$ cat src/rtl/abt_pkg.sv
package abt_pkg;
  typedef enum logic [1:0] {
    FLT_NONE   = 2'd0,
    FLT_PERM   = 2'd1,
    FLT_BUSERR = 2'd2,
    FLT_ECC    = 2'd3
  } flt_cause_e;

  localparam int unsigned LINK_OFS_FETCH = 4;
  localparam int unsigned LINK_OFS_DATA  = 8;

  // fault status code: kind in the top bit, cause below
  function automatic logic [2:0] status_code(input logic from_data, input flt_cause_e c);
    return {from_data, c};
  endfunction
endpackage

$ cat src/rtl/abt_tag_pipe.sv
module abt_tag_pipe #(
  parameter int AW     = 32,
  parameter int STAGES = 3
) (
  input  logic          clk,
  input  logic          rst_n,
  input  logic          adv,
  input  logic          kill,
  input  logic          if_valid,
  input  logic          if_fault,
  input  logic [1:0]    if_cause,
  input  logic [AW-1:0] if_pc,
  output logic          ex_valid,
  output logic          ex_fault,
  output logic [1:0]    ex_cause,
  output logic [AW-1:0] ex_pc,
  output logic          tags_empty
);
  localparam int EX = STAGES - 1;

  logic          st_v  [STAGES];
  logic          st_f  [STAGES];
  logic [1:0]    st_c  [STAGES];
  logic [AW-1:0] st_pc [STAGES];

  genvar i;
  generate
    for (i = 0; i < STAGES; i++) begin : g_stage
      logic          nv, nf;
      logic [1:0]    nc;
      logic [AW-1:0] npc;
      if (i == 0) begin : g_head
        assign nv  = if_valid;
        assign nf  = if_fault;
        assign nc  = if_cause;
        assign npc = if_pc;
      end else begin : g_body
        assign nv  = st_v[i-1];
        assign nf  = st_f[i-1];
        assign nc  = st_c[i-1];
        assign npc = st_pc[i-1];
      end
      always_ff @(posedge clk or negedge rst_n) begin
        if (!rst_n) begin
          st_v[i]  <= 1'b0;
          st_f[i]  <= 1'b0;
          st_c[i]  <= '0;
          st_pc[i] <= '0;
        end else if (kill) begin
          st_v[i]  <= 1'b0;
          st_f[i]  <= 1'b0;
        end else if (adv) begin
          st_v[i]  <= nv;
          st_f[i]  <= nf & nv;
          st_c[i]  <= nc;
          st_pc[i] <= npc;
        end
      end
    end
  endgenerate

  assign ex_valid = st_v[EX];
  assign ex_fault = st_f[EX];
  assign ex_cause = st_c[EX];
  assign ex_pc    = st_pc[EX];

  always_comb begin
    tags_empty = 1'b1;
    for (int k = 0; k < STAGES; k++) if (st_v[k]) tags_empty = 1'b0;
  end

  // a kill leaves no tag behind
  kill_empties_chk: assert property (@(posedge clk) disable iff (!rst_n) kill |=> tags_empty);
endmodule

$ cat src/rtl/abt_exec_qual.sv
module abt_exec_qual #(
  parameter int AW = 32,
  parameter int SW = 8
) (
  input  logic          clk,
  input  logic          rst_n,
  input  logic          adv,
  input  logic          busy,
  input  logic          br_flush,
  input  logic          ex_valid,
  input  logic          ex_fault,
  input  logic [AW-1:0] ex_pc,
  input  logic          ex_mem,
  input  logic          ex_cond_pass,
  input  logic          ex_irq,
  input  logic          ex_base_wb,
  input  logic [SW-1:0] ex_status,
  input  logic          d_fault,
  output logic          pabt_take,
  output logic          dabt_take,
  output logic          base_wb_cancel,
  output logic [AW-1:0] mem_pc,
  output logic [SW-1:0] mem_status
);
  logic ex_live, pabt_cand, mem_load;
  logic mem_valid, mem_bwb;

  // instruction actually leaves execute this cycle
  assign ex_live   = ex_valid && adv && !br_flush && !ex_irq;
  assign pabt_cand = ex_live && ex_fault;
  assign mem_load  = ex_live && !ex_fault && ex_mem && ex_cond_pass;

  // older instruction in the memory cycle wins over the tag in execute
  assign dabt_take      = mem_valid && d_fault && !busy;
  assign pabt_take      = pabt_cand && !dabt_take && !busy;
  assign base_wb_cancel = dabt_take && mem_bwb;

  always_ff @(posedge clk or negedge rst_n) begin
    if (!rst_n) begin
      mem_valid  <= 1'b0;
      mem_bwb    <= 1'b0;
      mem_pc     <= '0;
      mem_status <= '0;
    end else begin
      mem_valid <= mem_load && !dabt_take;
      if (mem_load) begin
        mem_bwb    <= ex_base_wb;
        mem_pc     <= ex_pc;
        mem_status <= ex_status;
      end
    end
  end


  busy_blocks_take_chk: assert property (@(posedge clk) disable iff (!rst_n)
    busy |-> !(pabt_take || dabt_take));

  mem_qual_chk: assert property (@(posedge clk) disable iff (!rst_n)
    mem_valid |-> $past(ex_cond_pass && !ex_irq && ex_mem));
endmodule

$ cat src/rtl/abt_capture.sv
module abt_capture #(
  parameter int AW = 32,
  parameter int SW = 8
) (
  input  logic          clk,
  input  logic          rst_n,
  input  logic          pabt_take,
  input  logic          dabt_take,
  input  logic [AW-1:0] ex_pc,
  input  logic [SW-1:0] ex_status,
  input  logic [1:0]    ex_cause,
  input  logic [AW-1:0] mem_pc,
  input  logic [SW-1:0] mem_status,
  input  logic [1:0]    d_cause,
  input  logic [AW-1:0] d_addr,
  input  logic          exc_ack,
  output logic          pabt_req,
  output logic          dabt_req,
  output logic          pipe_flush,
  output logic [AW-1:0] lr_out,
  output logic [SW-1:0] spsr_out,
  output logic [2:0]    fsr_out,
  output logic [AW-1:0] far_out,
  output logic          busy
);
  import abt_pkg::*;

  function automatic logic [AW-1:0] link_of(input logic [AW-1:0] pc, input logic from_data);
    return pc + (from_data ? AW'(LINK_OFS_DATA) : AW'(LINK_OFS_FETCH));
  endfunction

  logic take;
  assign take = pabt_take || dabt_take;

  always_ff @(posedge clk or negedge rst_n) begin
    if (!rst_n) begin
      pabt_req   <= 1'b0;
      dabt_req   <= 1'b0;
      pipe_flush <= 1'b0;
      lr_out     <= '0;
      spsr_out   <= '0;
      fsr_out    <= '0;
      far_out    <= '0;
      busy       <= 1'b0;
    end else begin
      pabt_req   <= pabt_take;
      dabt_req   <= dabt_take;
      pipe_flush <= take;
      if (take) busy <= 1'b1;
      else if (exc_ack) busy <= 1'b0;
      if (dabt_take) begin
        lr_out   <= link_of(mem_pc, 1'b1);
        spsr_out <= mem_status;
        fsr_out  <= status_code(1'b1, flt_cause_e'(d_cause));
        far_out  <= d_addr;
      end else if (pabt_take) begin
        lr_out   <= link_of(ex_pc, 1'b0);
        spsr_out <= ex_status;
        fsr_out  <= status_code(1'b0, flt_cause_e'(ex_cause));
        far_out  <= ex_pc;
      end
    end
  end


  req_pulse_chk: assert property (@(posedge clk) disable iff (!rst_n)
    (pabt_req || dabt_req) |=> !(pabt_req || dabt_req));
endmodule

$ cat src/rtl/abt_unit.sv
module abt_unit #(
  parameter int AW     = 32,
  parameter int SW     = 8,
  parameter int STAGES = 3
) (
  input  logic          clk,
  input  logic          rst_n,
  input  logic          adv,
  input  logic          br_flush,
  input  logic          if_valid,
  input  logic [AW-1:0] if_pc,
  input  logic          if_fault,
  input  logic [1:0]    if_cause,
  input  logic          ex_mem,
  input  logic          ex_cond_pass,
  input  logic          ex_irq,
  input  logic          ex_base_wb,
  input  logic [SW-1:0] ex_status,
  input  logic          d_fault,
  input  logic [1:0]    d_cause,
  input  logic [AW-1:0] d_addr,
  input  logic          exc_ack,
  output logic          pabt_req,
  output logic          dabt_req,
  output logic          pipe_flush,
  output logic          base_wb_cancel,
  output logic [AW-1:0] lr_out,
  output logic [SW-1:0] spsr_out,
  output logic [2:0]    fsr_out,
  output logic [AW-1:0] far_out
);
  logic          ex_valid, ex_fault, tags_empty;
  logic [1:0]    ex_cause;
  logic [AW-1:0] ex_pc, mem_pc;
  logic [SW-1:0] mem_status;
  logic          pabt_take, dabt_take, busy, tag_kill;

  assign tag_kill = br_flush || pabt_take || dabt_take;

  abt_tag_pipe #(.AW(AW), .STAGES(STAGES)) u_tags (
    .clk(clk), .rst_n(rst_n), .adv(adv), .kill(tag_kill),
    .if_valid(if_valid), .if_fault(if_fault), .if_cause(if_cause), .if_pc(if_pc),
    .ex_valid(ex_valid), .ex_fault(ex_fault), .ex_cause(ex_cause), .ex_pc(ex_pc),
    .tags_empty(tags_empty)
  );

  abt_exec_qual #(.AW(AW), .SW(SW)) u_exec (
    .clk(clk), .rst_n(rst_n), .adv(adv), .busy(busy), .br_flush(br_flush),
    .ex_valid(ex_valid), .ex_fault(ex_fault), .ex_pc(ex_pc),
    .ex_mem(ex_mem), .ex_cond_pass(ex_cond_pass), .ex_irq(ex_irq),
    .ex_base_wb(ex_base_wb), .ex_status(ex_status), .d_fault(d_fault),
    .pabt_take(pabt_take), .dabt_take(dabt_take), .base_wb_cancel(base_wb_cancel),
    .mem_pc(mem_pc), .mem_status(mem_status)
  );

  abt_capture #(.AW(AW), .SW(SW)) u_cap (
    .clk(clk), .rst_n(rst_n), .pabt_take(pabt_take), .dabt_take(dabt_take),
    .ex_pc(ex_pc), .ex_status(ex_status), .ex_cause(ex_cause),
    .mem_pc(mem_pc), .mem_status(mem_status), .d_cause(d_cause), .d_addr(d_addr),
    .exc_ack(exc_ack), .pabt_req(pabt_req), .dabt_req(dabt_req),
    .pipe_flush(pipe_flush), .lr_out(lr_out), .spsr_out(spsr_out),
    .fsr_out(fsr_out), .far_out(far_out), .busy(busy)
  );


  one_kind_chk: assert property (@(posedge clk) disable iff (!rst_n)
    $onehot0({pabt_req, dabt_req}));

  cancel_then_req_chk: assert property (@(posedge clk) disable iff (!rst_n)
    base_wb_cancel |=> dabt_req);

  pabt_src_chk: assert property (@(posedge clk) disable iff (!rst_n)
    pabt_req |-> $past(ex_valid && ex_fault));

  flush_clears_tags_chk: assert property (@(posedge clk) disable iff (!rst_n)
    pipe_flush |-> tags_empty);
endmodule

$ cat config.mk
export PLATFORM = sky130hd
export DESIGN_NAME = abt_unit
export DESIGN_NICKNAME = d
export VERILOG_FILES = /design/src/rtl/abt_pkg.sv /design/src/rtl/abt_tag_pipe.sv /design/src/rtl/abt_exec_qual.sv /design/src/rtl/abt_capture.sv /design/src/rtl/abt_unit.sv
export SDC_FILE = /design/constraint.sdc
export NUM_CORES = 1
export LEC_CHECK = 0
export BUFFER_PORTS_ARGS = -buffer_cell sky130_fd_sc_hd__buf_2
export CAP_MARGIN = 10
export CORE_MARGIN = 10
export CORE_UTILIZATION = 30
export CTS_BUF_LIST = sky130_fd_sc_hd__clkbuf_4
export CTS_CLUSTER_DIAMETER = 80
export DETAILED_ROUTE_END_ITERATION = 10
export PLACE_DENSITY = 0.6
export SLEW_MARGIN = 20
export SYNTH_ARGS = -nofsm -noshare
export SYNTH_HDL_FRONTEND = slang
export SYNTH_SLANG_ARGS = --single-unit
$ cat constraint.sdc
create_clock -name clk -period 2.6 [get_ports clk]
set_clock_uncertainty 0.15 [all_clocks]
set_input_delay 0.13 -clock clk [delete_from_list [all_inputs] [get_ports clk]]
set_output_delay 0.13 -clock clk [all_outputs]
set_load 0.02 [all_outputs]
# Word level (Yosys, flattened, before mapping)
# Cells that the tools add are included.
# totals
latch_bits,0
inputBits,88
memories,0
mem_bits_ro,0
wordCells,77
output_inout_bits,79
ram_bits,0
ff_bits,229
# op_classes
reduce_logical,25
addsub,2
eq_ne,0
n_div,0
n_mul,0
muxes,22
bitwise_logic,4
order_cmp,0
shifts,0
# ops
op,count
$mux 32,4
$add 32x3->32 const B,1
$add 32x4->32 const B,1
$mux 8,2
$mux 1,14
$logic_and 1x1->1,13
$mux 3,2
$reduce_bool 2->1,3
$logic_not 1->1,5
$and 1x1->1,3
$logic_or 1x1->1,3
$reduce_and 2->1,1
$not 1->1,1

# Longest topological paths before layout
# Gate-level depths: netlist of the first run.
# logic_depth
depth_word,10
mapped_depth,9
ltp_nobuf,6

# Hierarchy
# From an unflattened synthesis of the first run, not the netlist that was laid out.
# hier_totals
hier_cells,835
hier_area_um2,10672.7
# modules_own_cells
mod,seq_area_each_um2,instances,area_each_um2,cells_per_inst
abt_capture,1976.9,1,4628.2,504
abt_tag_pipe,2702.6,1,4236.6,235
abt_exec_qual,1051.0,1,1801.7,95
abt_unit,0.0,1,6.3,1

# Least setup slack after synthesis of the first run
# Ideal clock, no wire load.
# synth_path
kind,reg2reg
start,register u_cap.busy
end,"register u_tags.st_pc, in the netlist u_tags.ex_pc[10]"
path_slack_ns,0.458
t_arrival_ns,1.865
path_stages_with_launch,9
required_ns,2.323
path_buffers,3
synth_period_minus_slack_ns,2.142
setup_ns,0.127
path_cell_list,dfrtp_1 -> nand3b_1 -> inv_2 -> or3_1 -> buf_4 -> nor2_8 -> buf_12 -> buf_12 -> mux2_1
# synth_between
elab_chain_len,9
# synth_rtl
item,line_no,rtl
"start, declared",abt_capture.sv:24,output logic busy
"start signal, assigned",abt_capture.sv:44,busy <= 1'b0;
"start signal, assigned",abt_capture.sv:49,if (take) busy <= 1'b1;
"start signal, assigned",abt_capture.sv:50,else if (exc_ack) busy <= 1'b0;
$logic_not 1->1 *,"abt_exec_qual.sv:34, abt_exec_qual.sv:35",
$logic_and 1x1->1,abt_exec_qual.sv:34,assign dabt_take = mem_valid && d_fault && !busy;
$logic_not 1->1,abt_exec_qual.sv:35,assign pabt_take = pabt_cand && !dabt_take && !busy;
$logic_and 1x1->1 (2 in a row),abt_exec_qual.sv:35,
$logic_or 1x1->1,abt_unit.sv:38,assign tag_kill = br_flush || pabt_take || dabt_take;
$logic_or 1x1->1 *,abt_unit.sv:38,
$not 1->1 (no line) *,n/a,
$reduce_and 2->1 (no line) *,n/a,
"end signal, assigned by index",abt_tag_pipe.sv:56,st_pc[i] <= npc;
"end, declared",abt_tag_pipe.sv:24,logic [AW-1:0] st_pc [STAGES];
# Mark *: on every way between the ends. The rest lies on a longest branch, timed or not.
# A chain may end at the register's enable or synchronous reset.

# Worst setup path in the final report of the first run
# layout_path
start,"register u_tags.st_v, in the netlist u_tags.ex_valid"
end,"register u_tags.st_pc, in the netlist u_tags.g_stage[1].npc[31]"
# layout_between
elab_chain_len,10
# layout_rtl
item,line_no,rtl
"start, declared",abt_tag_pipe.sv:21,logic st_v [STAGES];
"start signal, assigned by index",abt_tag_pipe.sv:53,st_v[i] <= nv;
$logic_and 1x1->1 (3 in a row),abt_exec_qual.sv:29,assign ex_live = ex_valid && adv && !br_flush && !ex_irq;
$logic_and 1x1->1,abt_exec_qual.sv:30,assign pabt_cand = ex_live && ex_fault;
$logic_and 1x1->1 (2 in a row),abt_exec_qual.sv:35,
$logic_or 1x1->1 (2 in a row),abt_unit.sv:38,
$not 1->1 (no line),n/a,
$reduce_and 2->1 (no line),n/a,
# Every way passes these cells.

==> summary.md, run 1 <==
The library cells used most frequently in the layout, excluding fill and tap cells, are 229 x sky130_fd_sc_hd__dfrtp_1, 165 x sky130_fd_sc_hd__buf_2, 109 x sky130_fd_sc_hd__nand2_1, 102 x sky130_fd_sc_hd__clkbuf_4, 94 x sky130_fd_sc_hd__dlygate4sd3_1. Cells with a size suffix above 1 make up 36.6% of the layout. The portion of total power attributed to the clock network is 37.5%. The measured slew at the worst slew-check pin was 980 ps; the portion of the post-synthesis area used by sequential elements was 54.2%. The run gives 55 as the count of distinct cell types in the synthesized netlist. Of all cell types, the one taking the most synthesized area is sky130_fd_sc_hd__dfrtp_1. The share of power burned in registers was 47.7%; the number of DRC violations after detailed routing was 0.

In this run the worst hold path is classified as in2reg. Setup repair after global routing left no endpoint under its margin. The later pin in the worst-skew pair is clocked with a latency of 670 ps. Number of input and output port buffers inserted: 166. The number of hold violations in the final report is 0, and the total global routing overflow is 0.

The H-tree depth was 3; the relative max-transition margin was 34.7%. Measured along the y axis, the die boundary spans 208 um. For the number of rows in the core area, the log shows 68. Derived from the worst setup path, the maximum achievable clock frequency is 398 MHz.

The count of flip-flops with a built-in enable after synthesis is 0, and the clock input transition at the sequential cells of the worst setup and hold paths is 60 ps. The tools report the count of clock tree sinks as 229. The routed design has 29700 um of wire.

Combinational cells account for 14.8% of the total power. Net switching is 26.6% of the power. The first routing iteration left 364 violations.

Before antenna repair, the detailed router went through 5 iterations. For the final routed database, the setup TNS stands at 0 ps. The run finished with clean final reports. The run gives 11900 um2 as the area after detailed placement.

The deepest clock path buffer count is 3. STA classifies the critical path startpoint as a register. Dividing total power by cell area gives a power density of 672 nW/um2. Of the available clock period, the critical path in the final layout requires 96.7%.

Dividing the detail-routed via count by the number of cells gives 4.75. After synthesis the netlist holds a flip-flop and latch count of 229. The total of warnings raised by yosys was 0; the final weighted congestion in routability-driven placement was 0.864.

In this run, CTS created clock tree buffers numbering 66. Of all nets on the critical path, the largest fanout is 7. For this design the top-level I/O count stands at 167.

The die footprint is 43100 um2. The arrival time of data at the critical path endpoint came out at 2890 ps. The pin count of the biggest net entering global routing is 97.

After detailed routing, the average wire length per cell comes to 17.5 um. The number of routed nets with antenna violations is 0. Kind of end point of the critical path: a register. The count of pins over their slew limit is 0, and the wire length of the first global-routing pass is 47100 um. The initial antenna violation count came out at 3. The growth of design area from synthesis to finish was 30.4%. The post-route minimum period was 2510 ps. The initial utilization of the core area, before any placement, comes to 30.5%. The run gives 13800 um2 as the post-route cell area. Counting every instance in the synthesized netlist gives 886. The HPWL reported at the end of detailed placement was 20600 um; the maximum VDD drop was 0.240 mV.

TritonCTS built the clock tree. Most common cell after layout, fill and taps aside: sky130_fd_sc_hd__dfrtp_1. Of all flip-flops after synthesis, the portion carrying an async set or reset was 100%.

The required time at the worst-slack endpoint is 2970 ps, and the core footprint is 34600 um2. The tools report the count of maximum capacitance violations as 0. The tools report the buffer cell driving the clock tree root as sky130_fd_sc_hd__clkbuf_4. The synthesized net count was 976; the via count of the first global-routing pass was 8319. In this run the cell area of the synthesized design comes to 10600 um2. Overall track demand over capacity in global routing: 13.4%.

The critical path in this run is classified as reg2reg. The total internal power was 6.79 mW. The top cell type's share of synthesized area was 54.2%; the die outline width was 208 um. Across all layers, the routed design uses 8080 vias. The logs give 6.53 nW for the total leakage power and 0 for the number of setup violations in the final report. For this run, the post-layout net count is 1282. The switching power is 2.46 mW, and the mean area per synthesized cell is 11.9 um2. In the synthesized netlist the dominant register cell turns out to be sky130_fd_sc_hd__dfrtp_1. After synthesis, the cell types taking the most area are sky130_fd_sc_hd__dfrtp_1 54%, sky130_fd_sc_hd__mux2_4 10%, sky130_fd_sc_hd__mux2_2 6.3%.
==> registers in the layout, summed over array words and instances (netlist names), 2 cells and up <==
register,count
u_exec.mem_status,8
u_cap.spsr_out,8
u_cap.fsr_out,3
u_tags.g_stage.nc,4
u_tags.g_stage.nv,2
u_tags.ex_pc,32
u_tags.g_stage.nf,2
u_exec.mem_pc,32
u_tags.g_stage.npc,64
u_tags.ex_cause,2
u_cap.far_out,32
u_cap.lr_out,32
==> metal layers <==
layer / global-route usage, % / wire length (um) / share of wire [%]
met4: 5.38 / 661 / 2.2
met5: 0 / 7 / 0.024
met3: 3.40 / 1880 / 6.3
met1: 18.3 / 14100 / 48
met2: 20.0 / 13000 / 44
==> repair_timing <==
| item | 4_1_cts | 5_1_grt |
|---|---|---|
| resized for setup | 1 | 0 |
| hold buffers | 94 | 0 |
| setup endpoints to repair | 1 | 1 |
| cloned | 0 | 0 |
| buffers inserted | 0 | 5 |
| hold endpoints to repair | 333 | 0 |
| pin swaps | 0 | 1 |
==> cell usage after synthesis (2+ instances only) <==
cell type and count:
sky130_fd_sc_hd__o21ai_0 38, sky130_fd_sc_hd__o221ai_1 7, sky130_fd_sc_hd__dfrtp_1 229, sky130_fd_sc_hd__mux2i_1 5
sky130_fd_sc_hd__a22oi_1 11, sky130_fd_sc_hd__nand4_1 20, sky130_fd_sc_hd__or3_1 3, sky130_fd_sc_hd__o211ai_1 3
sky130_fd_sc_hd__mux2_2 59, sky130_fd_sc_hd__ha_1 2, sky130_fd_sc_hd__clkbuf_1 39, sky130_fd_sc_hd__xnor2_1 23
sky130_fd_sc_hd__nand2_1 109, sky130_fd_sc_hd__a31o_2 2, sky130_fd_sc_hd__mux2_1 8, sky130_fd_sc_hd__nor3_1 17
sky130_fd_sc_hd__inv_1 10, sky130_fd_sc_hd__o22ai_1 7, sky130_fd_sc_hd__mux2_4 72, sky130_fd_sc_hd__nor2_1 47
sky130_fd_sc_hd__and4_1 9, sky130_fd_sc_hd__or4_1 2, sky130_fd_sc_hd__a21oi_1 16, sky130_fd_sc_hd__o21a_1 3
sky130_fd_sc_hd__nor4_1 3, sky130_fd_sc_hd__and3_1 10, sky130_fd_sc_hd__a211oi_1 2, sky130_fd_sc_hd__a31oi_1 31
sky130_fd_sc_hd__and2_1 4, sky130_fd_sc_hd__buf_12 9, sky130_fd_sc_hd__xor2_1 21, sky130_fd_sc_hd__o31ai_1 2
sky130_fd_sc_hd__buf_2 7, sky130_fd_sc_hd__nand3_1 31, sky130_fd_sc_hd__buf_4 3, sky130_fd_sc_hd__a221o_1 3
==> power groups by stage <==
stage,clock [mW],combinational [mW],sequential [mW]
global route,3.81,1.49,4.48
finish,3.47,1.37,4.41
floorplan,0,0.890,4.30
CTS,3.62,1.37,4.41
global placement,0,1.22,4.46
detailed placement,0,1.25,4.48
==> layout make-up <==
| class | instances | area [um2] |
|---|---|---|
| multi-input cells | 584 | 4400 |
| flip-flops and latches | 229 | 5730 |
| clock buffers | 102 | 766 |
| diodes | 4 | 10.0 |
| repair buffers | 299 | 2140 |
| clock inverters | 15 | 114 |
| well taps | 455 | 569 |
| inverters | 12 | 45.0 |
| fillers | 3349 | 20900 |
==> stage by stage <==
step	std cells	util, %	setup slack, ps	hold WS [ps]	power, mW
final	1700	39.8	86.6	75.9	9.25
after global routing	1697	39.8	16.2	36.2	9.77
after CTS	1691	39.6	13.3	1.76	9.40
after detailed placement	1480	34.4	235	12.1	5.73
after global placement	1480	34.4	254	9.44	5.68
after floorplan	886	-	458	-316	5.19
==> worst max-delay path, stage by stage (launching register included) <==
cell and delay [ps]:
sky130_fd_sc_hd__dfrtp_1 380, sky130_fd_sc_hd__and4bb_4 210, sky130_fd_sc_hd__and2_4 140, sky130_fd_sc_hd__or3_1 410, sky130_fd_sc_hd__nor2_8 220, sky130_fd_sc_hd__mux2_2 340, sky130_fd_sc_hd__dlygate4sd3_1 550
==> logic make-up (layout without fill, tap and decap cells) <==
logic type,after synthesis,in the layout,synth area share [%]
adder cells (fa/ha/maj),2,2,0.237
AO/OA/AOI/OAI,129,129,7.66
multiplexers,144,144,17.8
XOR/XNOR,44,44,3.65
flip-flops,229,229,54.2
other,0,4,0
buffers and inverters,73,428,4.25
AND/OR/NAND/NOR,265,265,12.1
==> path summary, 6_finish.rpt <==
kind	to	cells after the start	from	slack, ps
setup reg to reg	u_tags.g_stage[1].npc[31]	6	u_tags.ex_valid	90
hold reg to reg	u_tags.g_stage[2].nc[0]	1	u_tags.g_stage[1].nc[0]	320
max in group asynchronous	u_tags.g_stage[1].npc[11]	4	rst_n	1040
setup / recovery	u_tags.g_stage[1].npc[31]	6	u_tags.ex_valid	90
hold / removal	u_cap.far_out[21]	4	d_addr[21]	80
min in group asynchronous	u_cap.lr_out[5]	3	rst_n	430
(Power assumes the default switching activity.)
==> run 2: changes to the inputs <==
--- a/config.mk
+++ b/config.mk
@@ -5,6 +5,7 @@
 export SDC_FILE = /design/constraint.sdc
 export NUM_CORES = 1
 export LEC_CHECK = 0
+export ABC_AREA = 1
 export BUFFER_PORTS_ARGS = -buffer_cell sky130_fd_sc_hd__buf_2
 export CAP_MARGIN = 10
 export CORE_MARGIN = 10
==> run 2 against run 1 <==
Global-route usage is 2.9 points higher; clock-buffer cell count shrank 14; cell area increased by 6.6%; synthesized cell count increased by 33%; combinational power is 8% higher; sequential power is 4% lower; flip-flop and latch count unchanged; utilization increased by 2.9 points; power is 4.2% lower; non-clock buffer count up 91; synthesized area decreased by 0.85%; clock power decreased by 9.5%; critical path type unchanged; largest cell class unchanged; largest power group unchanged.
==> summary.md, run 2 <==
Total of flip-flops plus latches after synthesis: 229 (unchanged). The tools report the arrival time of data at the critical path endpoint as 2920 ps (was 2890 ps). The tools report the startpoint of the most critical register-to-register path as u_tags.ex_valid (unchanged).

The fraction of layout cells with a size suffix above 1 came out at 20.8% (was 36.6%). The flow ran to the end, and the final reports show no timing, DRC or antenna violations. For the initial antenna violation count, the log shows 3 (unchanged). The fraction of synthesis flops using an asynchronous set or reset pin is 100% (unchanged), and the number of DRC violations after detailed routing is 0 (unchanged). The growth of design area from synthesis to finish came out at 40.2% (was 30.4%). The highest clock frequency the design can meet was 407 MHz (was 398 MHz). The number of input and output port buffers inserted came out at 166 (unchanged). For the deepest clock path buffer count, the log shows 3 (unchanged). The H-tree depth was 2 (was 3). The run gives 0 (unchanged) as the number of setup violations in the final report.

The depth of the worst register-to-register path was 7 (was 6). The logs give 55400 um (was 47100 um) for the wire length of the first global-routing pass and 0 (unchanged) for the total of warnings raised by yosys. The cell at the slowest stage of the critical path is sky130_fd_sc_hd__dlygate4sd3_1 (unchanged). Largest cells by area after synthesis: sky130_fd_sc_hd__dfrtp_1 55%, sky130_fd_sc_hd__nand2_1 12%, sky130_fd_sc_hd__mux2_2 5.5% (was sky130_fd_sc_hd__dfrtp_1 54%, sky130_fd_sc_hd__mux2_4 10%, sky130_fd_sc_hd__mux2_2 6.3%).

The type of the worst min-delay path was in2reg (unchanged). Register-to-register setup slack: 150 ps (was 90 ps). The tools report the pin count of the biggest net entering global routing as 95 (was 97). The tools report the final weighted congestion in routability-driven placement as 0.856 (was 0.864). The kind of end point of the critical path was a register (unchanged). For the synthesized netlist cell count, the log shows 1181 (was 886). The run gives 0.440 mV (was 0.240 mV) as the maximum VDD drop. The largest incremental delay on the critical path was 560 ps (was 550 ps); the iteration-0 DRC count of the detailed router was 599 (was 364).

TritonCTS built the clock tree. The post-route minimum period was 2450 ps (was 2510 ps). For the synthesized net count, the log shows 1271 (was 976). The worst hold slack is 59.1 ps (was 75.9 ps), and the flip-flop and latch area is 5730 um2 (unchanged).

The count of distinct cell types in the synthesized netlist was 33 (was 55); the count of maximum capacitance violations was 0 (unchanged). The number of routed nets with antenna violations was 0 (unchanged). The tools report the clock latency reported for the late side of the worst-skew pair as 770 ps (was 670 ps).

The required time at the worst-slack endpoint is 3070 ps (was 2970 ps). The count of flip-flops with a built-in enable after synthesis was 0 (unchanged). The tools report the pre-CTS setup slack as 517 ps (was 235 ps).

The flip-flop count of the largest register, all copies and words added is 64 (unchanged), and the power density normalized to cell area is 603 nW/um2 (was 672 nW/um2). The area of the multi-input gates was 4240 um2 (was 4400 um2). The met1 wire length was 15500 um (was 14100 um); the detailed-routed wire length on met3 was 2330 um (was 1880 um). Most common cell after layout, fill and taps aside: sky130_fd_sc_hd__nand2_1 (was sky130_fd_sc_hd__dfrtp_1). Setup repair after global routing left no endpoint under its margin. The number of hold violations in the final report is 0 (unchanged).

Category of cells accounting for the largest share of critical-path delay: simple AND/OR/NAND/NOR gates (unchanged). Cell with the most instances after synthesis: sky130_fd_sc_hd__nand2_1 (was sky130_fd_sc_hd__dfrtp_1). Via count of the first global-routing pass: 10200 (was 8319). The run gives 10500 um2 (was 10600 um2) as the total standard cell area after synthesis.

For the count of pins over their slew limit, the log shows 0 (unchanged). The via count normalized by instance count came out at 4.69 (was 4.75). The die span in y is 207 um (was 208 um), and the count of buffering cells on the critical path with inverters included is 2 (was 1). For the aggregate negative setup slack, the log shows 0 ps (unchanged). The run gives 0 (unchanged) as the total global routing overflow. Worst-path cell chain: inv_1, nor2_1, nand2_1, nor2_1, nand3_2, mux2_2, dlygate4sd3_1 (was and4bb_4, and2_4, or3_1, nor2_8, mux2_2, dlygate4sd3_1). The logs give 16200 um (was 13000 um) for the met2 wirelength from detailed routing and 34900 um (was 29700 um) for the total wirelength of the detailed-routed design. The relative max-transition margin was 45.9% (was 34.7%); the die outline width was 207 um (was 208 um).

The number of rows in the core area came out at 68 (unchanged). Most used cells in the layout excluding fill and tap cells: 340 x sky130_fd_sc_hd__nand2_1, 229 x sky130_fd_sc_hd__dfrtp_1, 206 x sky130_fd_sc_hd__dlygate4sd3_1, 165 x sky130_fd_sc_hd__buf_2, 143 x sky130_fd_sc_hd__nor2_1 (was 229 x sky130_fd_sc_hd__dfrtp_1, 165 x sky130_fd_sc_hd__buf_2, 109 x sky130_fd_sc_hd__nand2_1, 102 x sky130_fd_sc_hd__clkbuf_4, 94 x sky130_fd_sc_hd__dlygate4sd3_1). The highest fanout seen on the critical path works out to 13 (was 7). Highest routing layer actually used: met4 (was met5).

The post-CTS repair timing setup buffer count was 0 (unchanged). The part of the cycle the worst path needs is 94.4% (was 96.7%), and the die footprint is 42800 um2 (was 43100 um2). The tools report the slack of the critical path as 146 ps (was 86.6 ps). The tools report the count of nets after finishing as 1673 (was 1282).

The largest area contributor in the synthesized netlist is sky130_fd_sc_hd__dfrtp_1 (unchanged). The length of the first detailed-routing pass in iterations was 5 (unchanged). The portion of the post-synthesis area used by sequential elements is 54.7% (was 54.2%). The overall track demand over capacity in global routing was 16.3% (was 13.4%). The top cell type's share of synthesized area came out at 54.7% (was 54.2%). Cell repeated most along the worst path: sky130_fd_sc_hd__nor2_1.

The hold buffer count at CTS was 205 (was 94). The worst flop-to-flop path endpoint is u_exec.mem_status[4] (was u_tags.g_stage[1].npc[31]). The final routed wire length divided by cell count is 16.7 um (was 17.5 um), and the count of clock tree sinks is 229 (unchanged). The tools report the beginning of the worst hold path as if_pc[26] (was d_addr[21]). The tools report the fill cell instance count of the final layout as 3374 (was 3349). The mean area per synthesized cell came out at 8.87 um2 (was 11.9 um2). Top cell types by occurrence after synthesis: 340 x sky130_fd_sc_hd__nand2_1, 229 x sky130_fd_sc_hd__dfrtp_1, 143 x sky130_fd_sc_hd__nor2_1 (was 229 x sky130_fd_sc_hd__dfrtp_1, 109 x sky130_fd_sc_hd__nand2_1, 72 x sky130_fd_sc_hd__mux2_4). Nature of the critical path startpoint: a register (unchanged). Leading register cell type out of synthesis: sky130_fd_sc_hd__dfrtp_1 (unchanged).

The total leakage power was 7.07 nW (was 6.53 nW). The HPWL reported at the end of detailed placement was 23300 um (was 20600 um); the vias after detailed routing was 9794 (was 8080). The core footprint is 34500 um2 (was 34600 um2), and the TritonCTS buffer count is 61 (was 66). The clock input transition at the sequential cells of the worst setup and hold paths works out to 60 ps (about the same). Cell count of the worst hold path: 3 (was 4). The top-level I/O count came out at 167 (unchanged). Measured slew at the worst slew-check pin: 812 ps (was 980 ps).

The critical path start-end classification was reg2reg (unchanged). For the initial core utilization, the log shows 30.4% (was 30.5%). Buffer cell driving the clock tree root: sky130_fd_sc_hd__clkbuf_4 (unchanged). Hold path endpoint: u_tags.g_stage[1].npc[26] (was u_cap.far_out[21]). The post-cts resize count was 0 (was 1).
==> run 2: cell types whose count changed after synthesis, moves of 28 or more <==
cell,previous run,this run
sky130_fd_sc_hd__nand3_1,31,83
sky130_fd_sc_hd__inv_1,10,69
sky130_fd_sc_hd__nand2_1,109,340
sky130_fd_sc_hd__mux2_4,72,0
sky130_fd_sc_hd__a21oi_1,16,44
sky130_fd_sc_hd__nor2_1,47,143
==> run 2: power by group <==
part           internal (mW)  switching [mW]  leakage (nW)  total, mW
combinational          0.660           0.822          3.69       1.48
sequential              3.95           0.287          2.93       4.24
clock                   1.56            1.58         0.450       3.14
==> run 2: how the worst max path moves through the flow <==
stage	from	endpoint	slack, ps	cells after the start
floorplan	u_cap.busy	u_tags.g_stage[2].npc[10]	870	8
global placement	br_flush	u_exec.mem_pc[29]	500	8
detailed placement	br_flush	u_exec.mem_pc[30]	520	8
CTS	u_tags.ex_valid	u_exec.mem_status[2]	150	7
global route	u_tags.ex_valid	u_exec.mem_status[3]	20	7
finish	u_tags.ex_valid	u_exec.mem_status[4]	150	7
==> run 2: stage by stage <==
step / total power, mW / utilization (%) / instances / instance area, um2
after CTS: 8.95 / 42.6 / 2085 / 14700
after detailed placement: 5.52 / 34.4 / 1769 / 11900
after floorplan: 4.97 / - / 1181 / 10500
after global routing: 9.42 / 42.6 / 2089 / 14700
final: 8.86 / 42.6 / 2089 / 14700
after global placement: 5.49 / 34.4 / 1769 / 11900
==> run 2: routing by layer <==
| layer | vias up | global-route usage (%) |
|---|---|---|
| met5 | - | 0 |
| met4 | 0 | 6.29 |
| met3 | 63 | 4.04 |
| met2 | 336 | 26.2 |
| met1 | 4667 | 20.8 |
| li1 | 4728 | - |
==> run 2: logic make-up (layout without fill, tap and decap cells) <==
group                    Yosys count  count (layout)  synth area share [%]
adder cells (fa/ha/maj)            2               2                 0.239
flip-flops                       229             229                  54.7
buffers and inverters            122             572                  4.97
other                              0               3                     0
AO/OA/AOI/OAI                    150             150                  8.05
XOR/XNOR                          12              12                  1.00
AND/OR/NAND/NOR                  591             591                  23.0
multiplexers                      75              75                  8.06
==> run 2: cell type report <==
| cell class | count | share of cell area [%] |
|---|---|---|
| inverter | 71 | 1.81 |
| clock buffer | 88 | 4.50 |
| sequential | 229 | 39.0 |
| antenna | 3 | 0.0511 |
| clock inverter | 23 | 0.698 |
| tap | 455 | 3.88 |
| multi-input combinational | 830 | 28.9 |
| timing repair buffer | 390 | 21.2 |
==> run 2: worst reg2reg max path, delay by kind of cell, from the launching register on <==
family        cells  cell delay (ps)
mux               1              470
buf+inv           2              610
simple gates      4              820
flops             1              320
